[src/rtl/rpt_dma_pkg.sv]
package rpt_dma_pkg;

  typedef enum logic [2:0] {
    SEL_MEM  = 3'd0,
    SEL_IO   = 3'd1,
    SEL_CNT  = 3'd2,
    SEL_HOLD = 3'd3,
    SEL_CTRL = 3'd4
  } cfg_sel_e;

  // control word, enable in bit 0
  typedef struct packed {
    logic rx_dst;
    logic word;
    logic down;
    logic en;
  } ctl_t;

endpackage

[src/rtl/rpt_dma_regs.sv]
module rpt_dma_regs
  import rpt_dma_pkg::*;
#(
  parameter int ADDR_W = 24,
  parameter int IO_W   = 8,
  parameter int CNT_W  = 8
) (
  input  logic              clk,
  input  logic              rst_n,
  input  logic              cfg_we,
  input  logic [2:0]        cfg_sel,
  input  logic [ADDR_W-1:0] cfg_wdata,
  input  logic              xfer,
  output logic [ADDR_W-1:0] mar,
  output logic [IO_W-1:0]   ioar,
  output ctl_t              ctl
);

  localparam logic [CNT_W-1:0] CNT_ONE = CNT_W'(1);
  localparam logic [CNT_W:0]   FULL_PASS = {1'b1, {CNT_W{1'b0}}};

  logic [CNT_W-1:0]  cnt_q;
  logic [CNT_W-1:0]  hold_q;
  logic              last;
  logic [CNT_W:0]    hold_eff;
  logic [ADDR_W-1:0] unit;
  logic [ADDR_W-1:0] span;
  logic [ADDR_W-1:0] stepped;
  logic [ADDR_W-1:0] mar_d;
  logic              we_mem, we_io, we_cnt, we_hold, we_ctl;

  assign we_mem  = cfg_we && (cfg_sel_e'(cfg_sel) == SEL_MEM);
  assign we_io   = cfg_we && (cfg_sel_e'(cfg_sel) == SEL_IO);
  assign we_cnt  = cfg_we && (cfg_sel_e'(cfg_sel) == SEL_CNT);
  assign we_hold = cfg_we && (cfg_sel_e'(cfg_sel) == SEL_HOLD);
  assign we_ctl  = cfg_we && (cfg_sel_e'(cfg_sel) == SEL_CTRL);

  assign last = (cnt_q == CNT_ONE);

  // next pointer: one unit step, plus a rewind over the whole pass on the final transfer
  always_comb begin
    unit     = ctl.word ? ADDR_W'(2) : ADDR_W'(1);
    hold_eff = (hold_q == '0) ? FULL_PASS : {1'b0, hold_q};
    span     = ADDR_W'(hold_eff) << ctl.word;
    stepped  = ctl.down ? (mar - unit) : (mar + unit);
    if (last) mar_d = ctl.down ? (stepped + span) : (stepped - span);
    else      mar_d = stepped;
  end

  always_ff @(posedge clk or negedge rst_n) begin
    if (!rst_n) begin
      mar    <= '0;
      ioar   <= '0;
      cnt_q  <= '0;
      hold_q <= '0;
      ctl    <= '0;
    end else begin
      if (we_mem)    mar <= cfg_wdata;
      else if (xfer) mar <= mar_d;

      if (we_cnt)    cnt_q <= cfg_wdata[CNT_W-1:0];
      else if (xfer) cnt_q <= last ? hold_q : (cnt_q - CNT_ONE);

      if (we_io)   ioar   <= cfg_wdata[IO_W-1:0];
      if (we_hold) hold_q <= cfg_wdata[CNT_W-1:0];
      if (we_ctl)  ctl    <= ctl_t'(cfg_wdata[3:0]);
    end
  end

  a_r5_reload_from_hold: assert property (@(posedge clk) disable iff (!rst_n)
    (xfer && last && !cfg_we) |=> (cnt_q == $past(hold_q)));

  a_r5_count_down: assert property (@(posedge clk) disable iff (!rst_n)
    (xfer && !last && !cfg_we) |=> (cnt_q == $past(cnt_q) - CNT_ONE));

  a_r4_one_unit_move: assert property (@(posedge clk) disable iff (!rst_n)
    (xfer && !last && !cfg_we) |=>
      ($past(ctl.down) ? (($past(mar) - mar) == $past(unit))
                       : ((mar - $past(mar)) == $past(unit))));

  a_r9_frozen_when_idle: assert property (@(posedge clk) disable iff (!rst_n)
    (!xfer && !cfg_we) |=> ($stable(mar) && $stable(cnt_q)));

endmodule

[src/rtl/rpt_dma_req.sv]
module rpt_dma_req (
  input  logic clk,
  input  logic rst_n,
  input  logic enable,
  input  logic act_req,
  input  logic busy,
  output logic issue
);

  logic pending_q;

  assign issue = pending_q && enable && !busy;

  // a single latch slot: further requests merge, disable drops it
  always_ff @(posedge clk or negedge rst_n) begin
    if (!rst_n) pending_q <= 1'b0;
    else        pending_q <= enable && (act_req || (pending_q && !issue));
  end

  a_r8_drop_when_disabled: assert property (@(posedge clk) disable iff (!rst_n)
    !enable |=> !pending_q);

  a_r11_single_issue: assert property (@(posedge clk) disable iff (!rst_n)
    issue |=> !issue);

endmodule

[src/rtl/rpt_dma_bus.sv]
module rpt_dma_bus (
  input  logic clk,
  input  logic rst_n,
  input  logic issue,
  input  logic bus_ready,
  output logic bus_valid,
  output logic xfer
);

  assign xfer = bus_valid && bus_ready;

  always_ff @(posedge clk or negedge rst_n) begin
    if (!rst_n)     bus_valid <= 1'b0;
    else if (issue) bus_valid <= 1'b1;
    else if (xfer)  bus_valid <= 1'b0;
  end

  a_r10_valid_held: assert property (@(posedge clk) disable iff (!rst_n)
    (bus_valid && !bus_ready) |=> bus_valid);

  a_r3_rise_after_issue: assert property (@(posedge clk) disable iff (!rst_n)
    $rose(bus_valid) |-> $past(issue));

endmodule

[src/rtl/rpt_dma_channel.sv]
module rpt_dma_channel
  import rpt_dma_pkg::*;
#(
  parameter int ADDR_W = 24,
  parameter int IO_W   = 8,
  parameter int CNT_W  = 8
) (
  input  logic              clk,
  input  logic              rst_n,
  input  logic              cfg_we,
  input  logic [2:0]        cfg_sel,
  input  logic [ADDR_W-1:0] cfg_wdata,
  input  logic              act_req,
  output logic              bus_valid,
  input  logic              bus_ready,
  output logic [ADDR_W-1:0] bus_mem_addr,
  output logic [IO_W-1:0]   bus_io_addr,
  output logic              bus_mem_write,
  output logic              bus_word
);

  logic              issue;
  logic              xfer;
  logic [ADDR_W-1:0] mar;
  logic [IO_W-1:0]   ioar;
  ctl_t              ctl;

  rpt_dma_regs #(
    .ADDR_W(ADDR_W),
    .IO_W  (IO_W),
    .CNT_W (CNT_W)
  ) u_regs (
    .clk      (clk),
    .rst_n    (rst_n),
    .cfg_we   (cfg_we),
    .cfg_sel  (cfg_sel),
    .cfg_wdata(cfg_wdata),
    .xfer     (xfer),
    .mar      (mar),
    .ioar     (ioar),
    .ctl      (ctl)
  );

  rpt_dma_req u_req (
    .clk    (clk),
    .rst_n  (rst_n),
    .enable (ctl.en),
    .act_req(act_req),
    .busy   (bus_valid),
    .issue  (issue)
  );

  rpt_dma_bus u_bus (
    .clk      (clk),
    .rst_n    (rst_n),
    .issue    (issue),
    .bus_ready(bus_ready),
    .bus_valid(bus_valid),
    .xfer     (xfer)
  );

  assign bus_mem_addr  = mar;
  assign bus_io_addr   = ioar;
  assign bus_mem_write = ctl.rx_dst;
  assign bus_word      = ctl.word;

  a_r10_fields_stable: assert property (@(posedge clk) disable iff (!rst_n)
    (bus_valid && !bus_ready && !cfg_we) |=>
      ($stable(bus_mem_addr) && $stable(bus_io_addr) &&
       $stable(bus_mem_write) && $stable(bus_word)));

  a_r8_start_needs_enable: assert property (@(posedge clk) disable iff (!rst_n)
    $rose(bus_valid) |-> $past(ctl.en));

endmodule

[config.mk]
export PLATFORM = sky130hd
export DESIGN_NAME = rpt_dma_channel
export DESIGN_NICKNAME = d
export VERILOG_FILES = /design/src/rtl/rpt_dma_pkg.sv /design/src/rtl/rpt_dma_regs.sv /design/src/rtl/rpt_dma_req.sv /design/src/rtl/rpt_dma_bus.sv /design/src/rtl/rpt_dma_channel.sv
export SDC_FILE = /design/constraint.sdc
export NUM_CORES = 1
export LEC_CHECK = 0
export CORE_MARGIN = 8
export CORE_UTILIZATION = 43
export CTS_CLUSTER_DIAMETER = 120
export CTS_CLUSTER_SIZE = 12
export DETAILED_ROUTE_END_ITERATION = 16
export GPL_TIMING_DRIVEN = 1
export PLACE_DENSITY = 0.75
export RECOVER_POWER = 50
export SYNTH_ARGS = -nofsm -noshare
export SYNTH_HDL_FRONTEND = slang
export SYNTH_SLANG_ARGS = --single-unit
[constraint.sdc]
create_clock -name clk -period 6.34 [get_ports clk]
set_input_delay 1.585 -clock clk [delete_from_list [all_inputs] [get_ports clk]]
set_output_delay 1.585 -clock clk [all_outputs]
set_load 0.1 [all_outputs]
==> report_table.html <==
<table>
<tr><th>Metric</th><th>Value</th></tr>
<tr><th colspan="2">Clock network</th></tr>
<tr><td>Worst-case clock buffer depth</td><td>2</td></tr>
<tr><td>CTS H-Tree Depth</td><td>2</td></tr>
<tr><td>Post-CTS Repair Setup Buffers</td><td>0</td></tr>
<tr><td>Register clock-pin slew on the reported worst setup and hold paths</td><td>0.08 ns</td></tr>
<tr><td>Worst skew pair latency</td><td>0.31 ns</td></tr>
<tr><td>Clock net sink count</td><td>54</td></tr>
<tr><td>Post-cts gate resize count</td><td>0</td></tr>
<tr><td>Count of hold buffers inserted by post-cts repair</td><td>0</td></tr>
<tr><td>Library cell used as clock root buffer</td><td>sky130_fd_sc_hd__clkbuf_16</td></tr>
<tr><td>TritonCTS clock tree</td><td>yes</td></tr>
<tr><td>Number of buffers created by CTS</td><td>5</td></tr>
<tr><th colspan="2">GRT</th></tr>
<tr><td>Overall overflow remaining after global route</td><td>0</td></tr>
<tr><td>Maximum number of pins on one net before global-route repair</td><td>55</td></tr>
<tr><td>Wire length of the first global-routing pass</td><td>23000 um</td></tr>
<tr><td>Initial antenna violation count</td><td>0</td></tr>
<tr><td>Vias in the first global route</td><td>4797</td></tr>
<tr><td>GRT Overall Usage</td><td>17.3%</td></tr>
<tr><th colspan="2">Worst setup path</th></tr>
<tr><td>Element type at the critical path end</td><td>register</td></tr>
<tr><td>Top fanout value on the critical path</td><td>20</td></tr>
<tr><td>Critical path class</td><td>register to register</td></tr>
<tr><td>Chain of cells forming the critical path</td><td>inv_1 &gt; ha_1 &gt; fa_1 &gt; nor2b_1 &gt; o21ai_0 &gt; a21oi_1 &gt; o21ai_0 &gt; nand2b_1 &gt; a21o_1 &gt; a21oi_1 &gt; xnor2_1 &gt; ha_1 &gt; and3_1 &gt; a221oi_2 &gt; a21oi_1 &gt; o41ai_2 &gt; o21ai_1 &gt; xnor2_1 &gt; or3_1 &gt; a31oi_1</td></tr>
<tr><td>Worst r2r path cells</td><td>20</td></tr>
<tr><td>Crit-path slowest cell</td><td>sky130_fd_sc_hd__dfrtp_1</td></tr>
<tr><td>Endpoint of the most critical register-to-register path</td><td>u_regs.mar[23]$_DFFE_PN0P_</td></tr>
<tr><td>Internal reg-to-reg setup slack</td><td>1.11 ns</td></tr>
<tr><td>Reg2reg start</td><td>u_regs.ctl[2]$_DFFE_PN0P_</td></tr>
<tr><td>CP arrival</td><td>5.46 ns</td></tr>
<tr><td>Most frequent CP cell</td><td>sky130_fd_sc_hd__a21oi_1</td></tr>
<tr><td>Data required time at the worst endpoint</td><td>6.57 ns</td></tr>
<tr><td>Kind of launch point of the worst setup path</td><td>register</td></tr>
<tr><td>CP peak stage delay</td><td>0.73 ns</td></tr>
<tr><th colspan="2">Run status</th></tr>
<tr><td>Outcome</td><td>finished with violations</td></tr>
<tr><td>Failing checks</td><td>max-capacitance violations, max-slew violations</td></tr>
<tr><th colspan="2">Layout</th></tr>
<tr><td>Area growth, synth to finish</td><td>18.1%</td></tr>
<tr><td>Fraction of final layout cells with drive strength greater than 1</td><td>7.05%</td></tr>
<tr><td>Final net count</td><td>763</td></tr>
<tr><td>Antenna diode instance count</td><td>0</td></tr>
<tr><th colspan="2">Route</th></tr>
<tr><td>Final antenna-violating net count</td><td>0</td></tr>
<tr><td>Post-Route WL</td><td>13800 um</td></tr>
<tr><td>Detailed-routing iteration count for the pre-antenna-repair pass</td><td>4</td></tr>
<tr><td>Wirelength per Cell</td><td>16.6 um</td></tr>
<tr><td>Total number of vias</td><td>4802</td></tr>
<tr><td>Initial DRC Count</td><td>276</td></tr>
<tr><td>Drt drc</td><td>0</td></tr>
<tr><td>Via-per-instance ratio</td><td>5.80</td></tr>
<tr><th colspan="2">Logic synthesis</th></tr>
<tr><td>Number of synthesis warnings</td><td>0</td></tr>
<tr><td>Number of standard cells after synthesis</td><td>626</td></tr>
<tr><td>Syn_nets</td><td>709</td></tr>
<tr><td>Post-synthesis average cell area</td><td>8.15 um2</td></tr>
<tr><td>Synth Register Bits</td><td>54</td></tr>
<tr><td>Top cells by area, synth</td><td>sky130_fd_sc_hd__dfrtp_1 (26%), sky130_fd_sc_hd__ha_1 (12%), sky130_fd_sc_hd__o21ai_0 (5.8%)</td></tr>
<tr><td>Number of enable flip-flop cells after synthesis</td><td>0</td></tr>
<tr><td>Cell type contributing the most total cell area after synthesis</td><td>sky130_fd_sc_hd__dfrtp_1</td></tr>
<tr><td>Fraction of registers with async set/reset</td><td>100%</td></tr>
<tr><td>Total standard cell area after synthesis</td><td>5100 um2</td></tr>
<tr><td>Number of distinct standard cells referenced by the synthesized netlist</td><td>61</td></tr>
<tr><td>Primary FF master, synth</td><td>sky130_fd_sc_hd__dfrtp_1</td></tr>
<tr><td>Sequential cell area fraction in the yosys report</td><td>26.5%</td></tr>
<tr><td>Proportion of netlist area held by the largest area contributor</td><td>26.5%</td></tr>
<tr><th colspan="2">Hold path</th></tr>
<tr><td>Kind of path behind the tightest hold check</td><td>register to register</td></tr>
<tr><td>Worst hold stages</td><td>1</td></tr>
<tr><td>Worst hold path endpoint</td><td>u_regs.ioar[6]$_DFFE_PN0P_</td></tr>
<tr><td>Beginning of the worst hold path</td><td>u_regs.ioar[6]$_DFFE_PN0P_</td></tr>
<tr><th colspan="2">Die</th></tr>
<tr><td>Die W</td><td>125 um</td></tr>
<tr><td>Number of rows created at floorplan</td><td>40</td></tr>
<tr><td>Starting density of the core</td><td>43.2%</td></tr>
<tr><td>Core area</td><td>11800 um2</td></tr>
<tr><td>I/O pin count</td><td>67</td></tr>
<tr><td>Height of the chip</td><td>125 um</td></tr>
<tr><td>Floorplan die area</td><td>15600 um2</td></tr>
<tr><th colspan="2">STA</th></tr>
<tr><td>Sum of negative setup slack</td><td>0 ns</td></tr>
<tr><td>Slew @ Worst Pin</td><td>2.94 ns</td></tr>
<tr><td>Worst setup skew after layout</td><td>0.00733 ns</td></tr>
<tr><td>Final Hold Vio Count</td><td>0</td></tr>
<tr><td>Crit share post-route</td><td>82.5%</td></tr>
<tr><td>Final critical-path required period</td><td>5.23 ns</td></tr>
<tr><td>Max-slew headroom</td><td>-95.9%</td></tr>
<tr><td>RSZ-0062 raised after global routing</td><td>no</td></tr>
<tr><td>Highest achievable clock rate</td><td>191 MHz</td></tr>
<tr><td>Final number of max-transition violations</td><td>55</td></tr>
<tr><td>Final setup viols</td><td>0</td></tr>
<tr><th colspan="2">Placed design</th></tr>
<tr><td>Number of port buffers</td><td>66</td></tr>
<tr><td>Global placement routability congestion</td><td>0.883</td></tr>
<tr><td>Sum of net half-perimeters after detailed placement</td><td>10600 um</td></tr>
<tr><th colspan="2">Run</th></tr>
<tr><td>Max-cap check violation count</td><td>1</td></tr>
</table>
==> critical path: cells and delay by family, from the launching register on <==
family / cells / cell delay (ns)
buffers and inverters: 1 / 0.25
XOR/XNOR: 2 / 0.37
AND/OR/NAND/NOR: 4 / 0.76
flip-flops: 1 / 0.73
AO/OA/AOI/OAI: 10 / 1.99
adder cells (fa/ha/maj): 3 / 1.03
==> area by class of cell <==
class	instances	area (um2)
Timing Repair Buffer	71	689
Multi-Input combinational cell	524	3560
Clock buffer	5	125
Tap cell	147	184
Fill cell	1136	5780
Clock inverter	3	28.8
Sequential cell	54	1350
Inverter	24	90.1
==> how the worst max path moves through the flow <==
stage,startpoint,to,slack (ns)
6_report,u_regs.ctl[2]$_DFFE_PN0P_,u_regs.mar[23]$_DFFE_PN0P_,1.11
5_1_grt,u_regs.ctl[2]$_DFFE_PN0P_,u_regs.mar[23]$_DFFE_PN0P_,0.66
4_1_cts,u_regs.ctl[2]$_DFFE_PN0P_,u_regs.mar[23]$_DFFE_PN0P_,1.16
3_5_place_dp,u_regs.ctl[2]$_DFFE_PN0P_,u_regs.mar[23]$_DFFE_PN0P_,1.21
3_3_place_gp,u_regs.ctl[2]$_DFFE_PN0P_,u_regs.mar[23]$_DFFE_PN0P_,1.51
2_1_floorplan,u_regs.ctl[2]$_DFFE_PN0P_,u_regs.mar[23]$_DFFE_PN0P_,1.29
==> synth_stat cells, types with 4 or more instances <==
cell type / number
sky130_fd_sc_hd__nor2_1: 54
sky130_fd_sc_hd__ha_1: 49
sky130_fd_sc_hd__or3_1: 6
sky130_fd_sc_hd__nand3_1: 8
sky130_fd_sc_hd__nor3_1: 9
sky130_fd_sc_hd__a211oi_1: 8
sky130_fd_sc_hd__a21oi_1: 58
sky130_fd_sc_hd__and3_1: 12
sky130_fd_sc_hd__mux2i_1: 4
sky130_fd_sc_hd__xnor2_1: 26
sky130_fd_sc_hd__nor2b_1: 12
sky130_fd_sc_hd__o211ai_1: 8
sky130_fd_sc_hd__clkbuf_1: 21
sky130_fd_sc_hd__inv_1: 24
sky130_fd_sc_hd__a21o_1: 20
sky130_fd_sc_hd__o31ai_1: 4
sky130_fd_sc_hd__mux2_2: 18
sky130_fd_sc_hd__nand2_1: 70
sky130_fd_sc_hd__o21ai_0: 59
sky130_fd_sc_hd__a31oi_1: 14
sky130_fd_sc_hd__o21bai_1: 9
sky130_fd_sc_hd__o22ai_1: 6
sky130_fd_sc_hd__xor2_1: 21
sky130_fd_sc_hd__dfrtp_1: 54
==> per-layer routing <==
metal  share of wire, %  GRT usage (%)  wire, um
met1                 46           21.6      6350
met2                 47           29.4      6490
met4                1.6           5.09       217
met5                  0              0         0
met3                5.1           3.78       700
==> cell families (layout without fill, tap and decap cells) <==
group           Yosys count  count (layout)  share of synthesized area, %
xor+xnor                 47              47                          8.06
flops                    54              54                          26.5
buf+inv                  48             103                          3.75
compound gates          213             213                          26.5
fa+ha+maj                51              51                          12.8
simple gates            191             191                          17.6
mux                      22              22                          4.75
==> flip-flops by register name (all words and copies together) (netlist names) <==
signal	flops
u_regs.mar	24
u_regs.cnt_q	8
u_regs.hold_q	8
u_regs.ioar	8
u_regs.ctl	4
u_bus.bus_valid	1
u_req.pending_q	1
==> stage by stage <==
step           worst slack (ns)  cells  area, um2  util, %  hold WS [ns]
3_3_place_gp               1.51    820       5880     49.8         0.492
6_report                   1.11    828       6030     51.1         0.510
2_1_floorplan              1.29    626       5100        -         0.482
5_1_grt                   0.665    828       6030     51.1         0.519
3_5_place_dp               1.21    820       5880     49.8         0.497
4_1_cts                    1.16    828       6030     51.1         0.513
==> layout by cell type (no fill, tap or decap), types with 9 or more instances in the layout <==
cell / n
sky130_fd_sc_hd__o21bai_1: 9
sky130_fd_sc_hd__nand2_1: 70
sky130_fd_sc_hd__xor2_1: 21
sky130_fd_sc_hd__nor3_1: 9
sky130_fd_sc_hd__a21oi_1: 58
sky130_fd_sc_hd__o21ai_0: 59
sky130_fd_sc_hd__xnor2_1: 26
sky130_fd_sc_hd__ha_1: 49
sky130_fd_sc_hd__nor2_1: 54
sky130_fd_sc_hd__a21o_1: 20
sky130_fd_sc_hd__clkdlybuf4s50_1: 61
sky130_fd_sc_hd__nor2b_1: 12
sky130_fd_sc_hd__dfrtp_1: 54
sky130_fd_sc_hd__and3_1: 12
sky130_fd_sc_hd__a31oi_1: 14
sky130_fd_sc_hd__inv_1: 24
sky130_fd_sc_hd__mux2_2: 18
Power is not shown: default switching activity piles up to over one toggle a cycle in this logic, so the estimate is an artifact.
